File: config.mk
export PLATFORM = sky130hd
export DESIGN_NAME = bus_src_hs
export DESIGN_NICKNAME = d
export VERILOG_FILES = /design/src/rtl/bus_src_hs.sv
export SDC_FILE = /design/constraint.sdc
export NUM_CORES = 1
export LEC_CHECK = 0
export BUFFER_PORTS_ARGS = -buffer_cell sky130_fd_sc_hd__buf_4
export CORE_MARGIN = 4
export CORE_UTILIZATION = 52
export DETAILED_ROUTE_END_ITERATION = 8
export PLACE_DENSITY = 0.82
export SYNTH_ARGS = -nofsm -noshare
export SYNTH_HDL_FRONTEND = slang
export SYNTH_SLANG_ARGS = --single-unit
File: constraint.sdc
create_clock -name clk -period 2.1 [get_ports clk]
set_input_delay 0.105 -clock clk [delete_from_list [all_inputs] [get_ports clk]]
set_output_delay 0.105 -clock clk [all_outputs]
set_load 0.02 [all_outputs]
File: src/rtl/bus_src_hs.sv
module bus_src_hs #(
  parameter int DW = 8,
  parameter int SW = 4
) (
  input  logic          clk,
  input  logic          rst_n,
  input  logic [DW-1:0] tx_data,
  input  logic          tx_last,
  input  logic          tx_valid,
  output logic          tx_ready,
  input  logic [SW-1:0] settle_cycles,
  input  logic          talk_en,
  input  logic          ifc_in,
  input  logic          nrfd_in,
  input  logic          ndac_in,
  output logic [DW-1:0] bus_data,
  output logic          bus_oe,
  output logic          dav,
  output logic          eoi,
  output logic          no_lsn_err
);

  typedef enum logic [1:0] {S_IDLE, S_SETTLE, S_DAV} st_t;

  st_t           st;
  logic [SW-1:0] cnt;
  logic [DW-1:0] data_q;
  logic          last_q;
  logic [2:0]    sy1, sy2;

  always_ff @(posedge clk or negedge rst_n) begin
    if (!rst_n) begin
      sy1 <= '0;
      sy2 <= '0;
    end else begin
      sy1 <= {ifc_in, nrfd_in, ndac_in};
      sy2 <= sy1;
    end
  end

  logic ifc_s, nrfd_s, ndac_s, active;
  assign ifc_s  = sy2[2];
  assign nrfd_s = sy2[1];
  assign ndac_s = sy2[0];
  assign active = talk_en && !ifc_s;

  always_ff @(posedge clk or negedge rst_n) begin
    if (!rst_n) begin
      st         <= S_IDLE;
      cnt        <= '0;
      data_q     <= '0;
      last_q     <= 1'b0;
      no_lsn_err <= 1'b0;
    end else begin
      no_lsn_err <= 1'b0;
      if (!active) begin
        st <= S_IDLE;
      end else begin
        case (st)
          S_IDLE: if (tx_valid) begin
            data_q <= tx_data;
            last_q <= tx_last;
            cnt    <= settle_cycles;
            st     <= S_SETTLE;
          end
          S_SETTLE: begin
            if (!nrfd_s && !ndac_s) begin
              no_lsn_err <= 1'b1;
              st         <= S_IDLE;
            end else if (cnt != '0) begin
              cnt <= cnt - 1'b1;
            end else if (!nrfd_s) begin
              st <= S_DAV;
            end
          end
          S_DAV: if (!ndac_s) st <= S_IDLE;
          default: st <= S_IDLE;
        endcase
      end
    end
  end

  assign tx_ready = active && (st == S_IDLE);
  assign bus_oe   = active && (st != S_IDLE);
  assign bus_data = bus_oe ? data_q : '0;
  assign dav      = active && (st == S_DAV);
  assign eoi      = bus_oe && last_q;

  assert_dav_after_nrfd_R3: assert property (@(posedge clk) disable iff (!rst_n)
    $rose(dav) |-> $past(!nrfd_s));

  assert_data_frozen_R4: assert property (@(posedge clk) disable iff (!rst_n)
    (dav && $past(dav)) |-> ($stable(bus_data) && $stable(eoi)));

  assert_drop_after_ndac_R5: assert property (@(posedge clk) disable iff (!rst_n)
    ($fell(dav) && talk_en && !ifc_s) |-> $past(!ndac_s));

  assert_ready_excl_dav_R7: assert property (@(posedge clk) disable iff (!rst_n)
    tx_ready |-> !dav);

  assert_err_quiet_R8: assert property (@(posedge clk) disable iff (!rst_n)
    no_lsn_err |-> (!dav && !bus_oe));

endmodule

==> results by group <==
Routing
  – Total detailed-routing wirelength: 2040 um
  – Vias/cell: 5.30
  – WL/cell: 13.8 um
  – DRC violation total after the first TritonRoute iteration: 11
  – DRC violations left: 0
  – First-pass DRT Iterations: 4
  – Count of vias placed by the detailed router: 784
  – Number of antenna-violating nets in the routed design: 0

Clock tree
  – CTS Root Buffer Type: sky130_fd_sc_hd__clkbuf_4
  – H-tree levels: 1
  – TritonCTS Buffers: 3
  – Maximum number of buffers from clock root to sink: 2
  – Buffers inserted by post-CTS timing repair: 0
  – Clock tree from TritonCTS: done
  – Sinks on Clock Net: 22
  – Post_cts resized: 0
  – Clock insertion delay at the later pin of the skew report: 0.30 ns
  – Hold-fix buffer count after cts: 4
  – CTS clock-pin slew for the worst setup and hold paths: 0.12 ns

Timing
  – Setup repair after global routing missed its margin: false
  – Final number of hold-violating endpoints: 0
  – Fin Setup TNS: 0 ns
  – Worst rel slew slack: 0.675
  – Worst slew pin tran: 0.486 ns
  – Final worst hold slack: 0.0255 ns
  – Final period demand of the worst path: 1.77 ns
  – Fin. max-slew vios: 0
  – Clock skew after layout: 0.00355 ns
  – Minimum setup slack in the final design: 0.332 ns
  – Period utilisation layout: 0.842
  – Final number of setup-violating endpoints: 0
  – Highest clock frequency the design can meet: 565 MHz

Floorplan
  – Area of the die: 2710 um2
  – Chip width: 52.1 um
  – Initial Util: 0.566
  – Vertical die dimension: 52.1 um
  – Placeable core region: 1780 um2
  – FP Rows: 15
  – Boundary Pins: 33

GRT
  – Global-route wire length before repair: 3470 um
  – Met3 track demand over resource in global routing: 0.0372
  – Largest net degree at the start of global routing: 23
  – Global-route met2 utilization: 0.293
  – Busiest grt layer: met2
  – Met1 Use GR: 0.225
  – Congestion Overflow GR: 0
  – Gr usage total: 0.177
  – Initial antenna violation count: 0
  – Number of global-route vias before repair: 762

Synth
  – Post-Synthesis Cell Area: 1010 um2
  – Post-synthesis sequential area ratio: 0.545
  – Synthesized net count: 105
  – Number of instances in the synthesized netlist: 84
  – Netlist cell types: 29
  – Total of flip-flops plus latches after synthesis: 22
  – Mean instance size in the synthesized netlist: 12.0 um2
  – YS warnings: 0

Pwr
  – Worst IR drop on VDD: 0.608 mV
  – Leakage power figure: 0.658 nW
  – Areal power density over the cells: 711 nW/um2

Layout
  – Leading cell type in the layout, fill and taps excluded: sky130_fd_sc_hd__buf_4
  – Syn-to-layout area delta: 33.3%
  – Most used cells in the layout excluding fill and tap cells: sky130_fd_sc_hd__buf_4 (32), sky130_fd_sc_hd__dfrtp_1 (22), sky130_fd_sc_hd__and2_1 (9), sky130_fd_sc_hd__mux2_2 (9), sky130_fd_sc_hd__nor2_1 (7)
  – N_diodes: 0
  – Layout cells sized above 1: 0.423
  – Number of standard cells in the layout, taps in and fillers out: 148
  – # nets final: 145

Worst hold path
  – Path category of the worst min-delay check: input port to flop

Run
  – Number of maximum-capacitance violations: 0

Setup path
  – Type of element capturing the critical path: output pin
  – Crit start category: flop
  – Critical path fanouts, max: 10
  – Data required time of the critical path: 2.00 ns
  – Worst EP arrival: 1.66 ns
  – Critical Setup Path Class: flop to output pin

Place
  – Placed Instances: 140
  – Count of input and output buffers: 32
  – Worst slack, placed: 0.517 ns
  – Post-detailed-placement half-perimeter wirelength: 1500 um
  – Weighted congestion reported at the end of routability-driven placement: 0.799

Status
  – Outcome: completed
==> synth_stat cells (all sizes together) <==
cell type	n	area [um2]
and2	9	56.3
inv	6	22.5
mux2	9	101
nand3	1	5.00
nand2	4	22.5
o41ai	1	16.3
nand2b	4	35.0
o22ai	2	18.8
o2bb2ai	2	17.5
ha	1	12.5
a32o	1	10.0
a22oi	1	7.51
buf	1	11.3
dfrtp	22	551
o211ai	1	7.51
nor3b	1	7.51
nor4	1	6.26
o21ai	1	8.76
nor2	7	26.3
a211oi	1	7.51
nor3	3	26.3
mux2i	1	10.0
a21oi	3	15.0
and2b	1	7.51
==> flip-flops by register name, indices dropped and copies added, names as in the netlist <==
signal / flops
no_lsn_err: 1
st: 2
data_q: 8
sy1: 3
cnt: 4
last_q: 1
sy2: 3
==> final timing paths <==
| kind | from | to | slack (ns) | cells past startpoint |
|---|---|---|---|---|
| max in group asynchronous | rst_n | st[0] | 1.66 | 2 |
| min in group asynchronous | rst_n | no_lsn_err | 0.22 | 2 |
| min | tx_data[5] | data_q[5] | 0.03 | 2 |
| max | st[0] | eoi | 0.33 | 4 |
| max reg2reg | cnt[0] | cnt[1] | 0.48 | 6 |
| min reg2reg | sy1[0] | sy2[0] | 0.36 | 0 |
==> power by group <==
group          switching [mW]  internal, mW  leakage (nW)  total [mW]
clock                   0.124         0.106        0.0210       0.229
sequential             0.0445         0.489         0.267       0.533
combinational          0.0868         0.108         0.371       0.195
==> cell families (layout without fill, tap and decap cells) <==
group / after synthesis / in the layout / synth area share
flops: 22 / 22 / 0.545
simple gates: 31 / 31 / 0.191
fa+ha+maj: 1 / 1 / 0.0124
mux: 10 / 10 / 0.110
compound gates: 13 / 13 / 0.108
buf+inv: 7 / 46 / 0.0335
==> per-layer routing <==
metal / vias up / part of all wire
li1: 371 / -
met1: 383 / 0.44
met2: 28 / 0.48
met3: 2 / 0.067
met4: 0 / 0.011
met5: - / 0
==> area by class of cell <==
type | instances | area (um2)
Multi-Input combinational cell | 55 | 425
Inverter | 6 | 22.5
Sequential cell | 22 | 551
Clock buffer | 4 | 36.3
Fill cell | 118 | 437
Timing Repair Buffer | 36 | 280
Tap cell | 25 | 31.3
==> critical path, cell delays in order, from the launching register on <==
cell	delay (ns)
sky130_fd_sc_hd__dfrtp_1	0.54
sky130_fd_sc_hd__nor2_1	0.07
sky130_fd_sc_hd__nor2_1	0.39
sky130_fd_sc_hd__and2_1	0.22
sky130_fd_sc_hd__buf_4	0.14
==> metrics by stage <==
step                      power, mW   util  area [um2]
final                         0.957  0.755        1350
after global routing           1.02  0.755        1350
after CTS                     0.966  0.755        1350
after detailed placement      0.732  0.712        1270
after global placement        0.716  0.712        1270
after floorplan               0.655      -        1010
No activity file was read; power rests on OpenSTA's default activity.
